===== config.mk =====
export PLATFORM = sky130hd
export DESIGN_NAME = txdesc_walker
export DESIGN_NICKNAME = d
export VERILOG_FILES = /design/src/rtl/txdw_pkg.sv /design/src/rtl/txdw_ptr.sv /design/src/rtl/txdw_bufcnt.sv /design/src/rtl/txdw_ctrl.sv /design/src/rtl/txdesc_walker.sv
export SDC_FILE = /design/constraint.sdc
export NUM_CORES = 1
export LEC_CHECK = 0
export ABC_AREA = 1
export BUFFER_PORTS_ARGS = -buffer_cell sky130_fd_sc_hd__buf_2
export CORE_UTILIZATION = 55
export DETAILED_ROUTE_END_ITERATION = 8
export GPL_TIMING_DRIVEN = 0
export HOLD_SLACK_MARGIN = 0.05
export PLACE_DENSITY = 0.77
export SLEW_MARGIN = 15
export SYNTH_ARGS = -nofsm -noshare
export SYNTH_HDL_FRONTEND = slang
export SYNTH_SLANG_ARGS = --single-unit

===== constraint.sdc =====
create_clock -name clk -period 22.9 [get_ports clk]
set_input_delay 5.725 -clock clk [delete_from_list [all_inputs] [get_ports clk]]
set_output_delay 5.725 -clock clk [all_outputs]
set_load 0.01 [all_outputs]

===== src/rtl/txdw_pkg.sv =====
package txdw_pkg;
  localparam int OWN_B = 31;
  localparam int IOC_B = 30;
  localparam int LSG_B = 29;
  localparam int FSG_B = 28;
  localparam int TSE_B = 25;
  localparam int EOL_B = 21;
  localparam int CHN_B = 20;
  localparam int CTLW  = 5;
  localparam int STW   = 17;
  localparam int SZW   = 13;

  typedef enum logic [3:0] {
    ST_IDLE, ST_FETCH, ST_BUF1, ST_BUF2, ST_DEND,
    ST_WBMID, ST_WAIT, ST_WBTL, ST_WBTH, ST_WBW0, ST_NEXT
  } wstate_t;
endpackage


===== src/rtl/txdw_ptr.sv =====
module txdw_ptr #(
  parameter int AW     = 32,
  parameter int STRIDE = 16
) (
  input  logic          clk,
  input  logic          rst_n,
  input  logic          load_base,
  input  logic          advance,
  input  logic          use_chain,
  input  logic          wrap,
  input  logic [AW-1:0] base,
  input  logic [AW-1:0] link,
  output logic [AW-1:0] cur
);
  logic [AW-1:0] cur_q, cur_n;

  always_comb begin
    cur_n = cur_q;
    if (load_base)
      cur_n = base;
    else if (advance) begin
      if (use_chain)
        cur_n = link;
      else if (wrap)
        cur_n = base;
      else
        cur_n = cur_q + AW'(STRIDE);
    end
  end

  always_ff @(posedge clk or negedge rst_n) begin
    if (!rst_n)
      cur_q <= '0;
    else if (load_base || advance)
      cur_q <= cur_n;
  end

  assign cur = cur_q;

  // a ring step keeps the 16-byte phase of the pointer
  p_ring_phase_r7: assert property (@(posedge clk) disable iff (!rst_n)
    (advance && !use_chain && !wrap && !load_base) |=> (cur[3:0] == $past(cur[3:0])));
endmodule


===== src/rtl/txdw_bufcnt.sv =====
module txdw_bufcnt #(
  parameter int AW  = 32,
  parameter int SZW = 13
) (
  input  logic           clk,
  input  logic           rst_n,
  input  logic           load,
  input  logic [AW-1:0]  laddr,
  input  logic [SZW-1:0] lsize,
  input  logic           step,
  output logic [AW-1:0]  addr,
  output logic           empty
);
  localparam int WCW = SZW - 1;

  logic [AW-1:0]  addr_q, addr_n;
  logic [WCW-1:0] cnt_q, cnt_n;
  logic [SZW:0]   rnd;

  always_comb begin
    rnd    = {1'b0, lsize} + (SZW+1)'(3);
    addr_n = addr_q;
    cnt_n  = cnt_q;
    if (load) begin
      addr_n = laddr;
      cnt_n  = rnd[SZW:2];
    end else if (step) begin
      addr_n = addr_q + AW'(4);
      cnt_n  = cnt_q - WCW'(1);
    end
  end

  always_ff @(posedge clk or negedge rst_n) begin
    if (!rst_n) begin
      addr_q <= '0;
      cnt_q  <= '0;
    end else if (load || step) begin
      addr_q <= addr_n;
      cnt_q  <= cnt_n;
    end
  end

  assign addr  = addr_q;
  assign empty = (cnt_q == '0);

  // no word is consumed from an exhausted or zero-sized buffer
  p_step_nonempty_r5: assert property (@(posedge clk) disable iff (!rst_n)
    step |-> !empty);
endmodule


===== src/rtl/txdw_ctrl.sv =====
module txdw_ctrl
  import txdw_pkg::*;
#(
  parameter int AW = 32
) (
  input  logic            clk,
  input  logic            rst_n,
  input  logic            poll_dmd,
  output logic            mem_req,
  output logic            mem_we,
  output logic [AW-1:0]   mem_addr,
  output logic [31:0]     mem_wdata,
  input  logic            mem_ack,
  input  logic [31:0]     mem_rdata,
  output logic            tx_valid,
  output logic            tx_eof,
  output logic [CTLW-1:0] frm_ctrl,
  input  logic            mac_done,
  input  logic [STW-1:0]  mac_stat,
  input  logic [63:0]     mac_ts,
  output logic            tx_irq,
  output logic            buf_unavail,
  input  logic [AW-1:0]   cur_addr,
  output logic            ptr_load_base,
  output logic            ptr_advance,
  output logic            ptr_chain,
  output logic            ptr_wrap,
  output logic [AW-1:0]   ptr_link,
  input  logic [AW-1:0]   buf_addr,
  input  logic            buf_empty,
  output logic            buf_load,
  output logic [AW-1:0]   buf_laddr,
  output logic [SZW-1:0]  buf_lsize,
  output logic            buf_step
);
  wstate_t         st_q, st_n;
  logic [1:0]      widx_q, widx_n;
  logic [30:0]     w0_q, w0_n;
  logic [SZW-1:0]  sz1_q, sz1_n, sz2_q, sz2_n;
  logic [AW-1:0]   w2_q, w2_n, w3_q, w3_n;
  logic [CTLW-1:0] ctl_q, ctl_n;
  logic [STW-1:0]  stat_q, stat_n;
  logic [63:0]     ts_q, ts_n;
  logic            irq_q, irq_n;
  logic            unav_q, unav_n;
  logic            started_q, started_n;

  always_comb begin
    st_n          = st_q;
    widx_n        = widx_q;
    w0_n          = w0_q;
    sz1_n         = sz1_q;
    sz2_n         = sz2_q;
    w2_n          = w2_q;
    w3_n          = w3_q;
    ctl_n         = ctl_q;
    stat_n        = stat_q;
    ts_n          = ts_q;
    irq_n         = 1'b0;
    unav_n        = unav_q;
    started_n     = started_q;
    mem_req       = 1'b0;
    mem_we        = 1'b0;
    mem_addr      = cur_addr;
    mem_wdata     = '0;
    tx_valid      = 1'b0;
    tx_eof        = 1'b0;
    ptr_load_base = 1'b0;
    ptr_advance   = 1'b0;
    buf_load      = 1'b0;
    buf_laddr     = w2_q;
    buf_lsize     = sz1_q;
    buf_step      = 1'b0;
    case (st_q)
      ST_IDLE: begin
        if (poll_dmd) begin
          ptr_load_base = !started_q;
          started_n     = 1'b1;
          unav_n        = 1'b0;
          widx_n        = 2'd0;
          st_n          = ST_FETCH;
        end
      end
      ST_FETCH: begin
        mem_req  = 1'b1;
        mem_addr = cur_addr + {{(AW-4){1'b0}}, widx_q, 2'b00};
        if (mem_ack) begin
          widx_n = widx_q + 2'd1;
          case (widx_q)
            2'd0: begin
              w0_n = mem_rdata[30:0];
              if (!mem_rdata[OWN_B]) begin
                unav_n = 1'b1;
                st_n   = ST_IDLE;
              end else if (mem_rdata[FSG_B]) begin
                ctl_n = {mem_rdata[27], mem_rdata[26], mem_rdata[TSE_B],
                         mem_rdata[23], mem_rdata[22]};
              end
            end
            2'd1: begin
              sz1_n = mem_rdata[SZW-1:0];
              sz2_n = mem_rdata[16 +: SZW];
            end
            2'd2: w2_n = mem_rdata[AW-1:0];
            default: begin
              w3_n      = mem_rdata[AW-1:0];
              buf_load  = 1'b1;
              buf_laddr = w2_q;
              buf_lsize = sz1_q;
              st_n      = ST_BUF1;
            end
          endcase
        end
      end
      ST_BUF1, ST_BUF2: begin
        if (buf_empty) begin
          if (st_q == ST_BUF1 && !w0_q[CHN_B]) begin
            buf_load  = 1'b1;
            buf_laddr = w3_q;
            buf_lsize = sz2_q;
            st_n      = ST_BUF2;
          end else begin
            st_n = ST_DEND;
          end
        end else begin
          mem_req  = 1'b1;
          mem_addr = buf_addr;
          if (mem_ack) begin
            tx_valid = 1'b1;
            buf_step = 1'b1;
          end
        end
      end
      ST_DEND: begin
        if (w0_q[LSG_B]) begin
          tx_eof = 1'b1;
          st_n   = ST_WAIT;
        end else begin
          st_n = ST_WBMID;
        end
      end
      ST_WBMID: begin
        mem_req   = 1'b1;
        mem_we    = 1'b1;
        mem_wdata = {1'b0, w0_q};
        if (mem_ack) st_n = ST_NEXT;
      end
      ST_WAIT: begin
        if (mac_done) begin
          stat_n = mac_stat;
          ts_n   = mac_ts;
          st_n   = ctl_q[2] ? ST_WBTL : ST_WBW0;
        end
      end
      ST_WBTL: begin
        mem_req   = 1'b1;
        mem_we    = 1'b1;
        mem_addr  = cur_addr + AW'(8);
        mem_wdata = ts_q[31:0];
        if (mem_ack) st_n = ST_WBTH;
      end
      ST_WBTH: begin
        mem_req   = 1'b1;
        mem_we    = 1'b1;
        mem_addr  = cur_addr + AW'(12);
        mem_wdata = ts_q[63:32];
        if (mem_ack) st_n = ST_WBW0;
      end
      ST_WBW0: begin
        mem_req   = 1'b1;
        mem_we    = 1'b1;
        mem_wdata = {1'b0, w0_q[30:STW], stat_q};
        if (mem_ack) begin
          irq_n = w0_q[IOC_B];
          st_n  = ST_NEXT;
        end
      end
      ST_NEXT: begin
        ptr_advance = 1'b1;
        widx_n      = 2'd0;
        st_n        = ST_FETCH;
      end
      default: st_n = ST_IDLE;
    endcase
  end

  always_ff @(posedge clk or negedge rst_n) begin
    if (!rst_n) begin
      st_q      <= ST_IDLE;
      widx_q    <= '0;
      w0_q      <= '0;
      sz1_q     <= '0;
      sz2_q     <= '0;
      w2_q      <= '0;
      w3_q      <= '0;
      ctl_q     <= '0;
      stat_q    <= '0;
      ts_q      <= '0;
      irq_q     <= 1'b0;
      unav_q    <= 1'b0;
      started_q <= 1'b0;
    end else begin
      st_q      <= st_n;
      widx_q    <= widx_n;
      w0_q      <= w0_n;
      sz1_q     <= sz1_n;
      sz2_q     <= sz2_n;
      w2_q      <= w2_n;
      w3_q      <= w3_n;
      ctl_q     <= ctl_n;
      stat_q    <= stat_n;
      ts_q      <= ts_n;
      irq_q     <= irq_n;
      unav_q    <= unav_n;
      started_q <= started_n;
    end
  end

  assign frm_ctrl    = ctl_q;
  assign tx_irq      = irq_q;
  assign buf_unavail = unav_q;
  assign ptr_chain   = w0_q[CHN_B];
  assign ptr_wrap    = w0_q[EOL_B];
  assign ptr_link    = w3_q;

  // a pending access is held unchanged until acknowledged
  p_req_hold_r13: assert property (@(posedge clk) disable iff (!rst_n)
    (mem_req && !mem_ack) |=> (mem_req && $stable(mem_addr) && $stable(mem_we)
                               && $stable(mem_wdata)));
  // nothing is requested while suspended on a software-owned entry
  p_quiet_suspend_r3: assert property (@(posedge clk) disable iff (!rst_n)
    buf_unavail |-> !mem_req);
  // the completion pulse follows an acknowledged write
  p_irq_after_wr_r12: assert property (@(posedge clk) disable iff (!rst_n)
    tx_irq |-> $past(mem_req && mem_we && mem_ack));
  // forwarded data is always an acknowledged read
  p_data_is_read_r4: assert property (@(posedge clk) disable iff (!rst_n)
    tx_valid |-> (mem_req && !mem_we && mem_ack));
  // end-of-frame is a single-cycle pulse
  p_eof_pulse_r10: assert property (@(posedge clk) disable iff (!rst_n)
    tx_eof |=> !tx_eof);
endmodule


===== src/rtl/txdesc_walker.sv =====
module txdesc_walker
  import txdw_pkg::*;
#(
  parameter int AW     = 32,
  parameter int STRIDE = 16
) (
  input  logic            clk,
  input  logic            rst_n,
  input  logic [AW-1:0]   list_base,
  input  logic            poll_dmd,
  output logic            mem_req,
  output logic            mem_we,
  output logic [AW-1:0]   mem_addr,
  output logic [31:0]     mem_wdata,
  input  logic            mem_ack,
  input  logic [31:0]     mem_rdata,
  output logic            tx_valid,
  output logic [31:0]     tx_data,
  output logic            tx_eof,
  output logic [CTLW-1:0] frm_ctrl,
  input  logic            mac_done,
  input  logic [STW-1:0]  mac_stat,
  input  logic [63:0]     mac_ts,
  output logic            tx_irq,
  output logic            buf_unavail
);
  logic [1:0]     rsync_q;
  logic           rst_l;
  logic [AW-1:0]  cur_addr, ptr_link, buf_addr, buf_laddr;
  logic           ptr_load_base, ptr_advance, ptr_chain, ptr_wrap;
  logic           buf_empty, buf_load, buf_step;
  logic [SZW-1:0] buf_lsize;

  always_ff @(posedge clk or negedge rst_n) begin
    if (!rst_n)
      rsync_q <= 2'b00;
    else
      rsync_q <= {rsync_q[0], 1'b1};
  end
  assign rst_l = rsync_q[1];

  txdw_ptr #(.AW(AW), .STRIDE(STRIDE)) u_ptr (
    .clk       (clk),
    .rst_n     (rst_l),
    .load_base (ptr_load_base),
    .advance   (ptr_advance),
    .use_chain (ptr_chain),
    .wrap      (ptr_wrap),
    .base      (list_base),
    .link      (ptr_link),
    .cur       (cur_addr)
  );

  txdw_bufcnt #(.AW(AW), .SZW(SZW)) u_buf (
    .clk   (clk),
    .rst_n (rst_l),
    .load  (buf_load),
    .laddr (buf_laddr),
    .lsize (buf_lsize),
    .step  (buf_step),
    .addr  (buf_addr),
    .empty (buf_empty)
  );

  txdw_ctrl #(.AW(AW)) u_ctrl (
    .clk           (clk),
    .rst_n         (rst_l),
    .poll_dmd      (poll_dmd),
    .mem_req       (mem_req),
    .mem_we        (mem_we),
    .mem_addr      (mem_addr),
    .mem_wdata     (mem_wdata),
    .mem_ack       (mem_ack),
    .mem_rdata     (mem_rdata),
    .tx_valid      (tx_valid),
    .tx_eof        (tx_eof),
    .frm_ctrl      (frm_ctrl),
    .mac_done      (mac_done),
    .mac_stat      (mac_stat),
    .mac_ts        (mac_ts),
    .tx_irq        (tx_irq),
    .buf_unavail   (buf_unavail),
    .cur_addr      (cur_addr),
    .ptr_load_base (ptr_load_base),
    .ptr_advance   (ptr_advance),
    .ptr_chain     (ptr_chain),
    .ptr_wrap      (ptr_wrap),
    .ptr_link      (ptr_link),
    .buf_addr      (buf_addr),
    .buf_empty     (buf_empty),
    .buf_load      (buf_load),
    .buf_laddr     (buf_laddr),
    .buf_lsize     (buf_lsize),
    .buf_step      (buf_step)
  );

  assign tx_data = mem_rdata;
endmodule


==> qor.txt <==
=======================================================================================
Filler cell count                                                                  2560
Max-slew violation count                                                              0
Minimum period implied by the final worst setup slack                          12.55 ns
Detailed placement HPWL                                                         50.7 mm
Slowest cell on the critical path                                          sky130_fd_sc_hd__nor2_4
Remaining design rule violation count                                                 0
Met3 Track Usage GR                                                              0.0962
Average wire per standard cell                                                  23.1 µm
P_leak                                                                          9.83 nW
Die width                                                                        178 µm
Average vias per placed instance                                                   6.10
Synthesis-to-finish area growth                                                   17.7%
Worst Clk Skew                                                                0.0263 ns
Die Outline Area                                                              31500 µm²
Top-level I/O count                                                                 257
Post-CTS Repair Setup Buffers                                                         0
WP data arrival                                                                 6.82 ns
Cell accounting for the most synthesized area                              sky130_fd_sc_hd__dfrtp_1
Worst-skew pair later-pin latency                                               0.54 ns
Share of synthesized registers carrying an async set or reset                      1.00
Initial core utilization                                                          0.566
Number of distinct standard cells referenced by the synthesized netlist              65
Wire length of the first global-routing pass                                    98.4 mm
Achievable frequency                                                           79.7 MHz
Dominant cell type by count on the critical path                           sky130_fd_sc_hd__buf_2
Headroom to the max-slew limit                                                    0.375
Global placement routability congestion                                            1.04
Multi-input logic area                                                         8050 µm²
Biggest fanout along the worst timing path                                           10
Cell Chain, Critical Path                                                  buf_2, inv_1, nor2_4, buf_4, buf_2
Routed via count                                                                  17400
Height of the die                                                                178 µm
Core Area                                                                     30000 µm²
# hold bufs at CTS                                                                    0
Via count of the first global-routing pass                                        16700
Deepest level of the CTS H-tree                                                       2
Port buffer count                                                                   256
Final WL                                                                        66.1 mm
Setup TNS                                                                          0 ns
Number of enable-type register cells in the synthesized netlist                       0
Avg Inst Size Synth                                                            7.90 µm²
Synthesized net count                                                              2309
Largest stage delay on the critical path                                        0.34 ns
Most numerous cell types in the synthesized netlist                        sky130_fd_sc_hd__nand2_1, sky130_fd_sc_hd__dfrtp_1, sky130_fd_sc_hd__o21ai_0
Clock tree root driver cell                                                sky130_fd_sc_hd__clkbuf_16
Register clock-pin slew on the reported worst setup and hold paths              0.06 ns
CP top delay family                                                        buffers and inverters
Power per standard cell area                                                 122 nW/µm²
Net count reported at finish                                                       2606
Sequential cell area                                                           7360 µm²
Period utilisation layout                                                         0.548
Routing layer with the top usage in global route                                   met2
Post-synth top area share                                                         0.434
Cell Area, Synth                                                              17000 µm²
Met1 demand-to-capacity share in global routing                                   0.554
Endpoint class of the critical path                                         output port
Cell with the most instances after synthesis                               sky130_fd_sc_hd__nand2_1
Critical Path RT                                                               17.18 ns
Max Cap Viol                                                                          0
Largest net degree at the start of global routing                                    63
Clock Tree Buf Depth                                                                  3
Number of violations reported at the end of detailed-routing iteration 0           2069
RSZ-0062 raised after global routing                                              false
Fraction of final layout cells with drive strength greater than 1                 0.223
Global router's overall resource usage                                            0.422
Hold violation total from the final report                                            0
Pwr Total                                                                     0.00244 W
Cts bufs inserted                                                                    34
Number of warning messages in the yosys log                                           0
Portion of the post-synthesis area used by sequential elements                    0.434
Setup-violating endpoint count in the final report                                    0
Most area-consuming cells after synthesis                                  sky130_fd_sc_hd__dfrtp_1, sky130_fd_sc_hd__nand2_1, sky130_fd_sc_hd__o21ai_0, sky130_fd_sc_hd__mux2_2, sky130_fd_sc_hd__inv_1
First-pass iteration count of the detailed router                                     6
Flip-flop and latch count after synthesis                                           294
HP Class                                                                   flip-flop to asynchronous set/reset pin
Antenna-violating nets left                                                           0
Standard-cell row count                                                              63
Top FF cell, synth                                                         sky130_fd_sc_hd__dfrtp_1
Total global routing overflow                                                         0
Number of cells produced by synthesis                                              2147
Type of element launching the critical path                                   input pin
Category of the most critical setup path                                   input pin to output port
Run status                                                                 finished, final reports clean
Post-CTS Resized                                                                      0
Met2 track demand over resource in global routing                                 0.652
Worst vdd ir                                                                    79.5 µV
Buffers and inverters on the worst path                                               4
Slew @ Worst Pin                                                               0.938 ns
Antenna violations before repair                                                      1
End-of-flow core utilization                                                      0.666
TritonCTS clock tree                                                               done
Number of sinks driven by the clock tree                                            294
Hold_ws                                                                        0.264 ns
=======================================================================================
[per-layer routing]
metal / up-vias / share of wire
met5: - / 0
met1: 8342 / 0.39
li1: 7771 / -
met3: 191 / 0.11
met4: 0 / 0.055
met2: 1135 / 0.45
[stage by stage]
stage	worst slack (ns)	cell area [µm²]	std cells
after floorplan	10.99	17000	2147
after global placement	10.38	18700	2793
after detailed placement	10.38	18900	2798
after CTS	10.37	20000	2858
after global routing	10.33	20000	2858
final	10.35	20000	2859
[power by group]
| part | switching (W) | internal [W] | total, W |
|---|---|---|---|
| clock network | 0.000228 | 0.000310 | 0.000538 |
| registers | 0.000188 | 0.000711 | 0.000900 |
| logic | 0.000661 | 0.000337 | 0.000998 |
| total | 0.00108 | 0.00136 | 0.00244 |
[registers in the layout, indices dropped and copies added, names as in the netlist]
register,flops
u_ctrl.sz1_q,13
u_ctrl.ts_q,64
u_ctrl.buf_unavail,1
u_ctrl.tx_irq,1
u_ctrl.st_q,4
u_ctrl.w2_q,32
u_ctrl.widx_q,2
u_ctrl.ptr_link,32
u_ctrl.stat_q,17
rsync_q,2
u_buf.cnt_q,12
u_ctrl.sz2_q,13
u_ptr.cur,32
u_ctrl.frm_ctrl,5
u_buf.addr,32
u_ctrl.w0_q,31
u_ctrl.started_q,1
[area by class of cell]
type                       instances  share of cell area
clock inverter                    14             0.00646
multi-input combinational       1498               0.404
buffer                           129              0.0349
clock buffer                      46              0.0485
inverter                         226              0.0426
timing repair buffer             261              0.0707
tap                              390              0.0244
antenna                            1            0.000125
sequential                       294               0.369
[cell families after synthesis]
| kind of cell | synth area share |
|---|---|
| and+or+nand+nor | 0.232 |
| AOI/OAI and AO/OA | 0.160 |
| buffers and inverters | 0.0912 |
| DFF | 0.434 |
| muxes | 0.0590 |
| xor gates and xnor gates | 0.0145 |
| adders and majority gates | 0.00930 |
| other | 0.000221 |
[worst paths after layout]
kind	startpoint	endpoint	slack, ns	cells past startpoint
hold / removal	rsync_q[1]	u_ctrl.ts_q[22]	0.26	0
hold reg to reg	rsync_q[1]	u_ctrl.ts_q[22]	0.26	0
setup / recovery	mem_ack	tx_valid	10.35	5
setup reg to reg	u_ptr.cur[4]	u_ptr.cur[22]	19.94	10
max in group asynchronous	rst_n	rsync_q[1]	17.83	1
min in group clk	rsync_q[0]	rsync_q[1]	0.35	0
[placed cells by master, fill, tap and decap left out, types with 8 or more instances in the layout]
cell,count
sky130_fd_sc_hd__nor3_1,33
sky130_fd_sc_hd__a22oi_1,11
sky130_fd_sc_hd__clkbuf_16,35
sky130_fd_sc_hd__mux2_2,87
sky130_fd_sc_hd__o22ai_1,15
sky130_fd_sc_hd__clkinv_2,8
sky130_fd_sc_hd__nor2_2,14
sky130_fd_sc_hd__a31oi_1,18
sky130_fd_sc_hd__inv_1,210
sky130_fd_sc_hd__clkbuf_1,57
sky130_fd_sc_hd__o21ai_1,13
sky130_fd_sc_hd__inv_2,11
sky130_fd_sc_hd__o21ai_0,240
sky130_fd_sc_hd__nand2_1,533
sky130_fd_sc_hd__xor2_1,25
sky130_fd_sc_hd__nand4_1,44
sky130_fd_sc_hd__ha_1,11
sky130_fd_sc_hd__nand3_1,87
sky130_fd_sc_hd__buf_4,35
sky130_fd_sc_hd__o221ai_1,15
sky130_fd_sc_hd__nand2_2,12
sky130_fd_sc_hd__dfrtp_1,293
sky130_fd_sc_hd__o211ai_1,44
sky130_fd_sc_hd__a21oi_1,73
sky130_fd_sc_hd__nor2_1,139
sky130_fd_sc_hd__buf_2,291
No activity file was read; power rests on OpenSTA's default activity.
